<file path="src/rtl/gpio_irq_pkg.sv">
`timescale 1ns/1ps
package gpio_irq_pkg;

  // Register byte offsets; software decodes these
  localparam logic [7:0] OFF_OUTVAL  = 8'h00;
  localparam logic [7:0] OFF_INVAL   = 8'h04;
  localparam logic [7:0] OFF_DIR     = 8'h08;
  localparam logic [7:0] OFF_SET     = 8'h10;
  localparam logic [7:0] OFF_CLR     = 8'h14;
  localparam logic [7:0] OFF_ENABLE  = 8'h20;
  localparam logic [7:0] OFF_RAW     = 8'h24;
  localparam logic [7:0] OFF_MASKED  = 8'h28;
  localparam logic [7:0] OFF_MASK    = 8'h2C;
  localparam logic [7:0] OFF_ICLR    = 8'h30;
  localparam logic [7:0] OFF_METHOD  = 8'h34;
  localparam logic [7:0] OFF_BOTH    = 8'h38;
  localparam logic [7:0] OFF_TYPE    = 8'h3C;

  // Method bit encoding
  localparam logic MODE_EDGE  = 1'b0;
  localparam logic MODE_LEVEL = 1'b1;

  // One pin's trigger decision from its settings, current and previous level
  function automatic logic pin_trigger(input logic method, input logic both,
                                       input logic ttype, input logic cur,
                                       input logic prev);
    logic rise, fall;
    rise = cur & ~prev;
    fall = ~cur & prev;
    if (method == MODE_LEVEL)
      return ttype ? ~cur : cur;
    else if (both)
      return rise | fall;
    else
      return ttype ? fall : rise;
  endfunction

  // Status seen by the shared line for one pin
  function automatic logic pin_masked(input logic raw, input logic en,
                                      input logic msk);
    return raw & en & ~msk;
  endfunction

endpackage

</file>
<file path="src/rtl/gpio_sync.sv">
`timescale 1ns/1ps
module gpio_sync #(
  parameter int W      = 32,
  parameter int STAGES = 2
) (
  input  logic         clk,
  input  logic         rst_n,
  input  logic [W-1:0] d,
  output logic [W-1:0] q,
  output logic [W-1:0] q_prev
);
  logic [W-1:0] stg [STAGES];

  always_ff @(posedge clk or negedge rst_n) begin
    if (!rst_n) stg[0] <= '0;
    else        stg[0] <= d;
  end

  for (genvar k = 1; k < STAGES; k++) begin : g_stage
    always_ff @(posedge clk or negedge rst_n) begin
      if (!rst_n) stg[k] <= '0;
      else        stg[k] <= stg[k-1];
    end
  end

  always_ff @(posedge clk or negedge rst_n) begin
    if (!rst_n) q_prev <= '0;
    else        q_prev <= stg[STAGES-1];
  end

  assign q = stg[STAGES-1];
endmodule

</file>
<file path="src/rtl/gpio_trig_detect.sv">
`timescale 1ns/1ps
module gpio_trig_detect
  import gpio_irq_pkg::*;
#(
  parameter int W = 32
) (
  input  logic [W-1:0] method,
  input  logic [W-1:0] both,
  input  logic [W-1:0] ttype,
  input  logic [W-1:0] cur,
  input  logic [W-1:0] prev,
  output logic [W-1:0] hit
);
  for (genvar i = 0; i < W; i++) begin : g_pin
    assign hit[i] = pin_trigger(method[i], both[i], ttype[i], cur[i], prev[i]);
  end
endmodule

</file>
<file path="src/rtl/gpio_irq_status.sv">
`timescale 1ns/1ps
module gpio_irq_status
  import gpio_irq_pkg::*;
#(
  parameter int W = 32
) (
  input  logic         clk,
  input  logic         rst_n,
  input  logic [W-1:0] hit,
  input  logic [W-1:0] clr,
  input  logic [W-1:0] en,
  input  logic [W-1:0] msk,
  output logic [W-1:0] raw,
  output logic [W-1:0] masked,
  output logic         irq
);
  // A hit in the same cycle as a clear keeps the bit set
  always_ff @(posedge clk or negedge rst_n) begin
    if (!rst_n) raw <= '0;
    else        raw <= (raw & ~clr) | hit;
  end

  for (genvar i = 0; i < W; i++) begin : g_mask
    assign masked[i] = pin_masked(raw[i], en[i], msk[i]);
  end

  assign irq = |masked;
endmodule

</file>
<file path="src/rtl/gpio_irq_ctrl.sv">
`timescale 1ns/1ps
module gpio_irq_ctrl
  import gpio_irq_pkg::*;
#(
  parameter int NPINS       = 32,
  parameter int AW          = 8,
  parameter int SYNC_STAGES = 2
) (
  input  logic             clk,
  input  logic             rst_n,
  input  logic [AW-1:0]    bus_addr,
  input  logic [NPINS-1:0] bus_wdata,
  input  logic             bus_we,
  output logic [NPINS-1:0] bus_rdata,
  input  logic [NPINS-1:0] pin_in,
  output logic [NPINS-1:0] pin_out,
  output logic [NPINS-1:0] pin_oe,
  output logic             irq
);
  localparam logic [NPINS-1:0] ALL_ONES = '1;

  logic [NPINS-1:0] out_q, dir_q, en_q, mask_q, meth_q, both_q, type_q;
  logic [NPINS-1:0] sync_q, sync_prev;
  logic [NPINS-1:0] trig_hit, raw_q, masked_w, clr_vec;

  // Write strobes, one per writable location
  logic wr_out, wr_set, wr_clr, wr_dir, wr_en, wr_mask, wr_iclr;
  logic wr_meth, wr_both, wr_type;

  assign wr_out  = bus_we && (bus_addr == AW'(OFF_OUTVAL));
  assign wr_set  = bus_we && (bus_addr == AW'(OFF_SET));
  assign wr_clr  = bus_we && (bus_addr == AW'(OFF_CLR));
  assign wr_dir  = bus_we && (bus_addr == AW'(OFF_DIR));
  assign wr_en   = bus_we && (bus_addr == AW'(OFF_ENABLE));
  assign wr_mask = bus_we && (bus_addr == AW'(OFF_MASK));
  assign wr_iclr = bus_we && (bus_addr == AW'(OFF_ICLR));
  assign wr_meth = bus_we && (bus_addr == AW'(OFF_METHOD));
  assign wr_both = bus_we && (bus_addr == AW'(OFF_BOTH));
  assign wr_type = bus_we && (bus_addr == AW'(OFF_TYPE));

  // Output value: whole write, or bitwise set / clear
  always_ff @(posedge clk or negedge rst_n) begin
    if (!rst_n)      out_q <= '0;
    else if (wr_out) out_q <= bus_wdata;
    else if (wr_set) out_q <= out_q | bus_wdata;
    else if (wr_clr) out_q <= out_q & ~bus_wdata;
  end

  always_ff @(posedge clk or negedge rst_n) begin
    if (!rst_n) begin
      dir_q  <= ALL_ONES;
      en_q   <= '0;
      mask_q <= '0;
      meth_q <= '0;
      both_q <= '0;
      type_q <= '0;
    end else begin
      if (wr_dir)  dir_q  <= bus_wdata;
      if (wr_en)   en_q   <= bus_wdata;
      if (wr_mask) mask_q <= bus_wdata;
      if (wr_meth) meth_q <= bus_wdata;
      if (wr_both) both_q <= bus_wdata;
      if (wr_type) type_q <= bus_wdata;
    end
  end

  assign clr_vec = wr_iclr ? bus_wdata : '0;
  assign pin_out = out_q;
  assign pin_oe  = ~dir_q;

  gpio_sync #(.W(NPINS), .STAGES(SYNC_STAGES)) u_sync (
    .clk    (clk),
    .rst_n  (rst_n),
    .d      (pin_in),
    .q      (sync_q),
    .q_prev (sync_prev)
  );

  gpio_trig_detect #(.W(NPINS)) u_detect (
    .method (meth_q),
    .both   (both_q),
    .ttype  (type_q),
    .cur    (sync_q),
    .prev   (sync_prev),
    .hit    (trig_hit)
  );

  gpio_irq_status #(.W(NPINS)) u_status (
    .clk    (clk),
    .rst_n  (rst_n),
    .hit    (trig_hit),
    .clr    (clr_vec),
    .en     (en_q),
    .msk    (mask_q),
    .raw    (raw_q),
    .masked (masked_w),
    .irq    (irq)
  );

  // Read mux; write-only locations read as zero
  always_comb begin
    bus_rdata = '0;
    case (bus_addr)
      AW'(OFF_OUTVAL): bus_rdata = out_q;
      AW'(OFF_INVAL):  bus_rdata = sync_q;
      AW'(OFF_DIR):    bus_rdata = dir_q;
      AW'(OFF_ENABLE): bus_rdata = en_q;
      AW'(OFF_RAW):    bus_rdata = raw_q;
      AW'(OFF_MASKED): bus_rdata = masked_w;
      AW'(OFF_MASK):   bus_rdata = mask_q;
      AW'(OFF_METHOD): bus_rdata = meth_q;
      AW'(OFF_BOTH):   bus_rdata = both_q;
      AW'(OFF_TYPE):   bus_rdata = type_q;
      default:         bus_rdata = '0;
    endcase
  end
endmodule

</file>
<file path="config.mk">
export PLATFORM = sky130hd
export DESIGN_NAME = gpio_irq_ctrl
export DESIGN_NICKNAME = d
export VERILOG_FILES = /design/src/rtl/gpio_irq_pkg.sv /design/src/rtl/gpio_sync.sv /design/src/rtl/gpio_trig_detect.sv /design/src/rtl/gpio_irq_status.sv /design/src/rtl/gpio_irq_ctrl.sv
export SDC_FILE = /design/constraint.sdc
export NUM_CORES = 1
export LEC_CHECK = 0
export BUFFER_PORTS_ARGS = -buffer_cell sky130_fd_sc_hd__buf_2
export CORE_MARGIN = 4
export CORE_UTILIZATION = 30
export CTS_BUF_LIST = sky130_fd_sc_hd__clkbuf_8
export DETAILED_ROUTE_END_ITERATION = 10
export SKIP_CTS_REPAIR_TIMING = 1
export SLEW_MARGIN = 10
export SYNTH_ARGS = -nofsm -noshare
export SYNTH_HDL_FRONTEND = slang
export SYNTH_SLANG_ARGS = --single-unit
export TNS_END_PERCENT = 30
</file>
<file path="constraint.sdc">
create_clock -name clk -period 4.43 [get_ports clk]
set_input_delay 0.2215 -clock clk [delete_from_list [all_inputs] [get_ports clk]]
set_output_delay 0.2215 -clock clk [all_outputs]
set_load 0.05 [all_outputs]
</file>
* After elaboration in Yosys (flattened, before gate mapping) *
Cells that the tools add are included.

word-level totals
  bits in registers = 352
  logic and storage cells = 432
  input port bits = 75

cells by class
  equality and inequality tests = 12
  reduce and logical (&&, ||, !) cells = 13
  muxes and demuxes = 133
  bitwise operators = 263

operator list
  operator            number
  $pmux 32 s10        1
  $and 1x1->1         128
  $mux 1              128
  $mux 32             4
  $not 1->1           96
  $not 32->32         3
  $and 32x32->32      2
  $eq 8x6->1 const B  8
  $or 32x32->32       2
  $or 1x1->1          32
  $reduce_or 32->1    1
  $eq 8x5->1 const B  2
  $logic_and 1x1->1   10
  $eq 8x3->1 const B  1
  $eq 8x4->1 const B  1
  $logic_not 8->1     1
  $reduce_bool 3->1   1

* Logic depth before layout (Yosys ltp) *
Gate-level depths: netlist (run 1).

  word-level depth = 6
  depth in mapped cells = 7
  depth with buffers taken out = 6

* Modules after synthesis *
A second synthesis (run 1) with hierarchy kept.

unflattened totals
  cells, all modules = 1639
  area total of the unflattened synthesis = 18466.5 um2

modules (own cells, without submodules)
  module            sequential area each (um2)  cells an instance  area each (um2)  instances
  gpio_irq_ctrl     5645.4                      1010               12040.3          1
  gpio_sync         2402.3                      128                2642.5           1
  gpio_trig_detect  0.0                         320                2242.2           1
  gpio_irq_status   800.8                       181                1541.5           1

* Worst setup path before layout (run 1) *
Ideal clock, no wire load.

  path kind = input to output
  start point = input port bus_addr[7]
  end point = output port bus_rdata[29]
  cell stages on the path = 5
  arrival = 3061 ps
  data required time = 4208 ps
  path slack = 1147 ps
  path through = buf_2 or4_1 buf_2 buf_1 o311ai_0

on the way
  longest elaborated chain between the ends = 2

RTL lines
  what                                      RTL line              RTL
  start, declared                           gpio_irq_ctrl.sv:11   input logic [AW-1:0] bus_addr,
  $eq 8x6->1, or another cell as far along  gpio_irq_ctrl.sv:103  case (bus_addr)
  $pmux 32 s10 *                            gpio_irq_ctrl.sv:103
  end, declared                             gpio_irq_ctrl.sv:14   output logic [NPINS-1:0] bus_rdata,

Mark *: on every way between the ends. The rest lies on a longest branch, timed or not.

* Final worst setup path (run 1) *
  start point = input port bus_addr[2]
  end point = output port bus_rdata[24]

The elaborated chain is that of the path after synthesis.

==> results of run 1 <==
-- worst min-delay path by stage --
| stage | to |
|---|---|
| 6_report | async pin |
| 5_1_grt | u_sync.stg[53]$_DFF_PN0_ |
| 3_3_place_gp | u_sync.stg[33]$_DFF_PN0_ |
| 3_5_place_dp | u_sync.stg[33]$_DFF_PN0_ |
| 2_1_floorplan | async pin |
| 4_1_cts | both_q[9]$_DFFE_PN0P_ |
-- area by class of cell --
class / count / area (um^2) / share of cell area [%]
antenna: 2 / 5.00 / 0.0231
clock buffer: 71 / 977 / 4.51
clock inverter: 42 / 344 / 1.59
inverter: 111 / 417 / 1.92
multi-input combinational: 972 / 8230 / 38.0
sequential: 352 / 8850 / 40.9
tap: 773 / 967 / 4.47
timing repair buffer: 279 / 1860 / 8.61
-- state kept, by name, summed over array words and instances (netlist names), named ones only --
signal,cells
both_q,32
u_sync.q,32
en_q,32
meth_q,32
mask_q,32
u_status.raw,32
dir_q,32
type_q,32
u_sync.q_prev,32
u_sync.stg,32
-- per-stage QoR --
stage / cells / utilization (%) / hold WS, ns
6_report: 2602 / 36.6 / 0.198
5_1_grt: 2602 / 36.6 / 0.165
4_1_cts: 2535 / 35.5 / -0.398
3_5_place_dp: 2422 / 33.3 / 0.331
3_3_place_gp: 2422 / 33.3 / 0.331
2_1_floorplan: 1541 / - / -0.0741
-- kinds of logic (layout without fill, tap and decap cells) --
group                    count (synthesis)  in the layout
buffers and inverters                  217            503
adder cells (fa/ha/maj)                 64             64
multiplexers                           290            290
XOR/XNOR                                32             32
other                                    0              2
flip-flops                             352            352
AO/OA/AOI/OAI                          336            336
AND/OR/NAND/NOR                        250            250
-- layer usage --
metal  wire, um  global-route usage (%)  part of all wire [%]  vias to the layer above
met3       4620                    5.10                   7.8                      155
met1      25500                    23.8                    43                     6823
met2      26900                    28.9                    45                      543
li1           -                       -                     -                     5998
met4       2590                    7.64                   4.3                        4
met5         60                   0.526                  0.10                        -
-- synthesized netlist by cell type, types with 32 or more instances --
cell                       count
sky130_fd_sc_hd__dfrtp_1     320
sky130_fd_sc_hd__mux2_2      172
sky130_fd_sc_hd__nand2_1     117
sky130_fd_sc_hd__o21ai_0     114
sky130_fd_sc_hd__inv_1       111
sky130_fd_sc_hd__ha_1         64
sky130_fd_sc_hd__mux2_4       60
sky130_fd_sc_hd__mux2i_1      55
sky130_fd_sc_hd__clkbuf_1     48
sky130_fd_sc_hd__a22o_1       46
sky130_fd_sc_hd__buf_2        45
sky130_fd_sc_hd__a22oi_1      34
sky130_fd_sc_hd__dfstp_2      32
sky130_fd_sc_hd__xor2_1       32
-- report_power, final --
group / switching, mW / internal, mW
Clock: 1.41 / 1.81
Combinational: 0.545 / 0.338
Sequential: 0.163 / 3.38
Total: 2.12 / 5.53
==> PnR_summary.wiki, run 1 <==
{| class="wikitable"
! Metric !! Value
|-
| Fraction of final layout cells with drive strength greater than 1 || between 30% and 40%
|-
| Setup repair after global routing missed its margin || false
|-
| Leakage power || between 10 and 15 nW
|-
| Worst slack after detailed placement || approximately 1.3 ns
|-
| Share of the clock period used by the worst path || ~74%
|-
| Per-cell routed wire length || between 20 and 25 um
|-
| Buffers & Inverters on Critical Path || 2
|-
| Detailed-placement wirelength estimate || about 41000 um
|-
| Number of DRC violations after detailed routing || 0
|-
| Setup crit start kind || input port
|-
| Post-route minimum period || roughly 3.3 ns
|-
| Vias in the first global route || about 14000
|-
| Critical Path AT || 3.03 ns
|-
| Arithmetic-cell share of the synthesized area counting full adders, half adders and majority gates || under 10%
|-
| Number of buffers inserted during clock tree synthesis || 61
|-
| Critical path's top delay family || simple AND/OR/NAND/NOR gates
|-
| Final net count || approximately 1900
|-
| Total of endpoints with negative setup slack in the final report || 0
|-
| Worst path most repeated cell || sky130_fd_sc_hd__buf_2
|-
| Least setup slack across all paths after layout || roughly 1.2 ns
|-
| Num Clock Sinks || between 300 and 400
|-
| Root Driver || sky130_fd_sc_hd__clkbuf_8
|-
| Layout Area Growth over Synthesis || 20.7%
|-
| Detailed Route Iter0 Violations || between 1000 and 1500
|-
| Global-route wire length before repair || 88800 um
|-
| Area share of the largest cell type after synthesis || roughly 45%
|-
| Leading register cell type out of synthesis || sky130_fd_sc_hd__dfrtp_1
|-
| Maximum root-to-sink buffer count || 3
|-
| Die Footprint || ~64000 um^2
|-
| Post-synthesis simple-gate area fraction || roughly 7.4%
|-
| Async S/R FF share, synth || 100%
|-
| CTS tree || built
|-
| Rel. slew slack || a little over two fifths
|-
| Aggregate negative setup slack || 0 ns
|-
| Type of the setup path with the least slack || input port to output pin
|-
| Weighted congestion reported at the end of routability-driven placement || roughly 0.87
|-
| Dominant combinational cell family by area after synthesis || multiplexers
|-
| Commonest cells after routing, fill and taps aside || 320 x sky130_fd_sc_hd__dfrtp_1, 172 x sky130_fd_sc_hd__mux2_2, 170 x sky130_fd_sc_hd__buf_2, 131 x sky130_fd_sc_hd__inv_1, 117 x sky130_fd_sc_hd__nand2_1
|-
| Worst R2R Path Depth || 6
|-
| Share of synthesized area occupied by flip-flops and latches || about half
|-
| Worst hold path type || input port to async pin
|-
| Transition time of the tightest slew-check pin || roughly 0.84 ns
|-
| Aggregate global routing overflow || 0
|-
| Overall Global Routing Usage || between 15 and 20%
|-
| Source of the critical timing path || bus_addr[2]
|-
| Initial Utilization || roughly 30%
|-
| Placed inst area || between 15000 and 20000 um^2
|-
| Endpoint of the worst setup timing path || bus_rdata[24]
|-
| Critical Path Max Stage Delay || just under 1 ns
|-
| Setup slack of the most critical reg-to-reg path || 2.87 ns
|-
| Kind of end point of the critical path || output pin
|-
| Number of nets produced by synthesis || 1680
|-
| Max-capacitance violation count || 0
|-
| Count of final max-slew check failures || 0
|-
| Number of hold violations in the final report || 0
|-
| Most common library cell in the layout ignoring fill and taps || sky130_fd_sc_hd__dfrtp_1
|-
| Max rail drop VDD || approximately 0.22 mV
|-
| Power per standard cell area || 353 nW/um^2
|-
| Distinct cells, synth || 71
|-
| WP data required || 4.21 ns
|-
| Maximum number of pins on one net before global-route repair || 96
|-
| Row Count || approximately 90
|-
| Yosys warnings || 0
|-
| Share of cell area taken by muxes after synthesis || between 10% and 20%
|-
| Slowest-stage cell, CP || sky130_fd_sc_hd__or4b_2
|-
| Die X-Extent || ~250 um
|-
| Ranking of synthesized cells by area || sky130_fd_sc_hd__dfrtp_1 45%, sky130_fd_sc_hd__mux2_2 11%, sky130_fd_sc_hd__mux2_4 5.0%
|-
| Core area || around 59000 um^2
|-
| Quantity of I/O buffers inserted on ports || 171
|-
| Power Total || around 7.6 mW
|-
| #FFs+latches synth || 352
|-
| Clock slew seen by the registers of the worst setup and hold paths || about 0.060 ns
|-
| Via density per instance || approximately 5.2
|-
| Number of antenna violations at the first check in global routing || 5
|-
| Synthesized area divided by synthesized cell count || about 12 um^2
|-
| Total number of vias || 13500
|-
| Synthesized area || around 18000 um^2
|-
| Final instance area || 21700 um^2
|-
| Vertical extent of the die || roughly 250 um
|-
| Maximum clock rate || approximately 0.3 GHz
|-
| Number of nets with antenna violations after routing || 0
|-
| Logic depth of the worst setup path including buffers || 6
|-
| Router iterations before antenna repair || 5
|-
| Cell breakdown of the critical path || buf_2, or4b_2, nor2_1, a2111oi_0, o21ai_0, buf_2
|-
| Worst skew pair latency || ~0.66 ns
|-
| Maximum level of the CTS H-tree || 2
|-
| Area fraction in compound gates after synthesis || between 10% and 20%
|-
| Synth Instances || approximately 1500
|-
| Status || finished clean
|-
| Highest net fanout along the worst path || 21
|-
| Total wire length || ~60000 um
|-
| FF-to-FF End || u_status.raw[3]$_DFF_PN0_
|-
| Top Ports || around 170
|-
| Source of the worst register-to-register timing path || u_sync.q[3]$_DFF_PN0_
|-
| Worst Skew || approximately 0.02 ns
|-
| Layout fillers || just under 6000
|-
| Cell accounting for the most synthesized area || sky130_fd_sc_hd__dfrtp_1
|-
| Xor and xnor fraction of the mapped netlist area || between 1.5 and 2%
|-
| Number of enable-type register cells in the synthesized netlist || 0
|}
(Power assumes the default switching activity.)
==> inputs of run 2 (changes only) <==
--- a/config.mk
+++ b/config.mk
@@ -5,6 +5,7 @@
 export SDC_FILE = /design/constraint.sdc
 export NUM_CORES = 1
 export LEC_CHECK = 0
+export ABC_AREA = 1
 export BUFFER_PORTS_ARGS = -buffer_cell sky130_fd_sc_hd__buf_2
 export CORE_MARGIN = 4
 export CORE_UTILIZATION = 30
==> constraint.sdc (replaced) <==
create_clock -name clk -period 2.9 [get_ports clk]
set_input_delay 0.145 -clock clk [delete_from_list [all_inputs] [get_ports clk]]
set_output_delay 0.145 -clock clk [all_outputs]
set_load 0.05 [all_outputs]
==> run 2 against run 1 <==
Routed wire length decreased by 2.4%. Worst setup slack got worse by 0.77 ns. Die area increased by 0.36%. Critical path depth increased by 1. Core utilization increased by 0.17 points. Critical path type is now register to output pin. Register-to-register slack got worse by 1.3 ns. Largest cell class unchanged. Clock power increased by 54%. Power increased by 51%. Via count increased by 17%. Non-clock buffer count decreased by 7. Synthesized area increased by 0.38%. Cell area increased by 0.64%.
==> PnR_summary.wiki, run 2 <==
{| class="wikitable"
! Metric !! Value
|-
| Commonest cells after routing, fill and taps aside || 638 x sky130_fd_sc_hd__nand2_1, 320 x sky130_fd_sc_hd__dfrtp_1, 308 x sky130_fd_sc_hd__nand3_1, 259 x sky130_fd_sc_hd__inv_1, 208 x sky130_fd_sc_hd__o21ai_0
|-
| Rel. slew slack || 52.5%
|-
| Router iterations before antenna repair || 6
|-
| Fraction of final layout cells with drive strength greater than 1 || around 15%
|-
| Transition time of the tightest slew-check pin || between 0.7 and 0.8 ns
|-
| Setup crit start kind || register
|-
| List of most frequent post-synthesis cells || 638 x sky130_fd_sc_hd__nand2_1, 320 x sky130_fd_sc_hd__dfrtp_1, 309 x sky130_fd_sc_hd__nand3_1
|-
| Leading cell type by number of instances after synthesis || sky130_fd_sc_hd__nand2_1
|-
| Ranking of synthesized cells by area || sky130_fd_sc_hd__dfrtp_1 44%, sky130_fd_sc_hd__nand2_1 13%, sky130_fd_sc_hd__nand3_1 8.6%
|-
| Layout fillers || ~6200
|-
| Synthesized area divided by synthesized cell count || just under 8 um^2
|-
| Met1 layer wirelength in the final routing || approximately 27000 um
|-
| Final net count || 2638
|-
| Top Ports || approximately 170
|-
| Critical Path Max Stage Delay || a little under 0.4 ns
|-
| WP data required || between 2 and 3 ns
|-
| Number of buffers inserted during clock tree synthesis || around 70
|-
| Aggregate negative setup slack || 0 ns
|-
| Wire length on met2 || roughly 26000 um
|-
| Cell breakdown of the critical path || nand2_1, nor2_1, nor2_1, nand4_1, nor2_1, nand2_1, buf_2
|-
| Number of hold violations in the final report || 0
|-
| Worst R2R Path Depth || 6
|-
| Number of nets with antenna violations after routing || 0
|-
| Worst path most repeated cell || sky130_fd_sc_hd__nor2_1
|-
| Async S/R FF share, synth || between 90% and 100%
|-
| Root Driver || sky130_fd_sc_hd__clkbuf_8
|-
| Weighted congestion reported at the end of routability-driven placement || approximately 0.8
|-
| Layout Area Growth over Synthesis || 21.0%
|-
| Number of enable-type register cells in the synthesized netlist || 0
|-
| Maximum root-to-sink buffer count || 3
|-
| Via density per instance || about 4.7
|-
| Yosys warnings || 0
|-
| Count of final max-slew check failures || 0
|-
| CTS tree || built
|-
| Kind of end point of the critical path || output pin
|-
| Type of the setup path with the least slack || register to output pin
|-
| Critical Path AT || approximately 2.4 ns
|-
| Total instance count after detailed placement || 3136
|-
| Global-route wire length before repair || 89800 um
|-
| Least setup slack across all paths after layout || ~0.40 ns
|-
| Power per standard cell area || between 500 and 600 nW/um^2
|-
| Initial Utilization || around 30%
|-
| Die X-Extent || roughly 250 um
|-
| Detailed Route Iter0 Violations || 1221
|-
| Overall Global Routing Usage || about 18%
|-
| Distinct cells, synth || 28
|-
| Per-cell routed wire length || 17.5 um
|-
| Maximum level of the CTS H-tree || 3
|-
| Setup repair after global routing missed its margin || false
|-
| Maximum number of pins on one net before global-route repair || 130
|-
| Vias in the first global route || 14900
|-
| Num Clock Sinks || roughly 350
|-
| Aggregate global routing overflow || 0
|-
| Cell accounting for the most synthesized area || sky130_fd_sc_hd__dfrtp_1
|-
| Vertical extent of the die || ~250 um
|-
| Quantity of I/O buffers inserted on ports || between 150 and 200
|-
| Area share of the largest cell type after synthesis || about 44%
|-
| Number of DRC violations after detailed routing || 0
|-
| Number of standard cells in the final layout excluding fillers || 3326
|-
| Leading register cell type out of synthesis || sky130_fd_sc_hd__dfrtp_1
|-
| Die Footprint || 64000 um^2
|-
| Highest net fanout along the worst path || 3
|-
| Slowest-stage cell, CP || sky130_fd_sc_hd__dfrtp_1
|-
| Status || finished clean
|-
| Synthesized area || around 18000 um^2
|-
| Worst slack after detailed placement || around 0.7 ns
|-
| Total of endpoints with negative setup slack in the final report || 0
|-
| Share of synthesized area occupied by flip-flops and latches || between 40% and 50%
|-
| Detailed-placement wirelength estimate || 36900 um
|-
| Total wire length || 58200 um
|-
| Worst hold path type || input port to async pin
|-
| Share of the clock period used by the worst path || between 80% and 90%
|-
| Most common library cell in the layout ignoring fill and taps || sky130_fd_sc_hd__nand2_1
|-
| Maximum clock rate || roughly 0.4 GHz
|-
| Clock slew seen by the registers of the worst setup and hold paths || ~0.06 ns
|-
| Max-capacitance violation count || 0
|-
| Number of antenna violations at the first check in global routing || 3
|-
| Number of nets produced by synthesis || about 2400
|-
| Worst skew pair latency || 0.63 ns
|-
| Synth Instances || 2268
|-
| Leakage power || around 11 nW
|-
| Total number of vias || between 15000 and 20000
|-
| Post-route minimum period || about 2.5 ns
|-
| Row Count || 89
|-
| #FFs+latches synth || between 300 and 400
|-
| Detailed route wirelength on metal3 || just over 4000 um
|-
| Worst Skew || 0.0165 ns
|-
| Core Util, Final || 36.8%
|-
| Highest metal layer used by the detailed router || met5
|-
| Core area || slightly below 60000 um^2
|-
| Max rail drop VDD || 0.366 mV
|}
[run 2: cell count changes after synthesis, moves of 31 or more]
cell	before	now
sky130_fd_sc_hd__mux2_4	60	0
sky130_fd_sc_hd__a21o_1	31	0
sky130_fd_sc_hd__mux2_2	172	0
sky130_fd_sc_hd__a22o_1	46	0
sky130_fd_sc_hd__nor2_1	23	115
sky130_fd_sc_hd__a21oi_1	8	47
sky130_fd_sc_hd__inv_1	111	228
sky130_fd_sc_hd__o21ai_0	114	208
sky130_fd_sc_hd__nand2_1	117	638
sky130_fd_sc_hd__nand3_1	18	309
sky130_fd_sc_hd__o21ai_1	0	99
sky130_fd_sc_hd__mux2i_1	55	0
sky130_fd_sc_hd__a22oi_1	34	0
[run 2: layout make-up]
cell class	instances	area, um^2	share of cell area, %
Inverter	237	890	4.08
Sequential cell	352	8850	40.6
Clock inverter	40	214	0.982
Tap cell	773	967	4.44
Antenna cell	2	5.00	0.0230
Timing Repair Buffer	272	1980	9.09
Multi-Input combinational cell	1567	7750	35.5
Clock buffer	83	1140	5.24
[run 2: critical path, delay by kind of cell (launching register included)]
kind | cells | cell delay [ns]
flops | 1 | 0.39
simple gates | 6 | 1.08
buf+inv | 1 | 0.24
[run 2: worst paths after layout]
check,start,end,slack [ns]
min,rst_n,async pin,0.09
max in group asynchronous,rst_n,u_status.raw[21]$_DFF_PN0_,1.83
max reg2reg,u_sync.q[27]$_DFF_PN0_,u_status.raw[27]$_DFF_PN0_,1.61
max,en_q[17]$_DFFE_PN0P_,irq,0.40
min reg2reg,u_sync.stg[49]$_DFF_PN0_,u_sync.q[17]$_DFF_PN0_,0.34
min in group clk,pin_in[23],u_sync.stg[55]$_DFF_PN0_,0.15
[run 2: per-stage QoR]
step                hold slack, ns  total power, mW  instance area, um^2
floorplan                   -0.151             6.14                18000
global placement             0.165             6.63                19800
detailed placement           0.172             6.65                19800
CTS                         -0.526             11.7                21100
global route                 0.121             12.2                21800
finish                      0.0888             11.6                21800
[run 2: where the power goes]
part	switching [mW]	leakage (nW)	internal (mW)
logic	0.810	5.79	0.374
clock network	2.20	0.814	2.76
registers	0.253	4.23	5.18
[run 2: cell families (layout without fill, tap and decap cells)]
logic type / Yosys count / in the layout / share of synthesized area (%)
AO/OA/AOI/OAI: 382 / 382 / 11.2
XOR/XNOR: 17 / 17 / 0.827
other: 0 / 2 / 0
adder cells (fa/ha/maj): 64 / 64 / 4.45
AND/OR/NAND/NOR: 1104 / 1104 / 26.3
flip-flops: 352 / 352 / 49.1
buffers and inverters: 349 / 632 / 8.06
[run 2: metal layers]
layer  vias to the layer above  track usage (%)
li1                       7790                -
met1                      7376             25.1
met2                       518             28.1
met3                        94             4.22
met4                         2             5.34
met5                         -                0
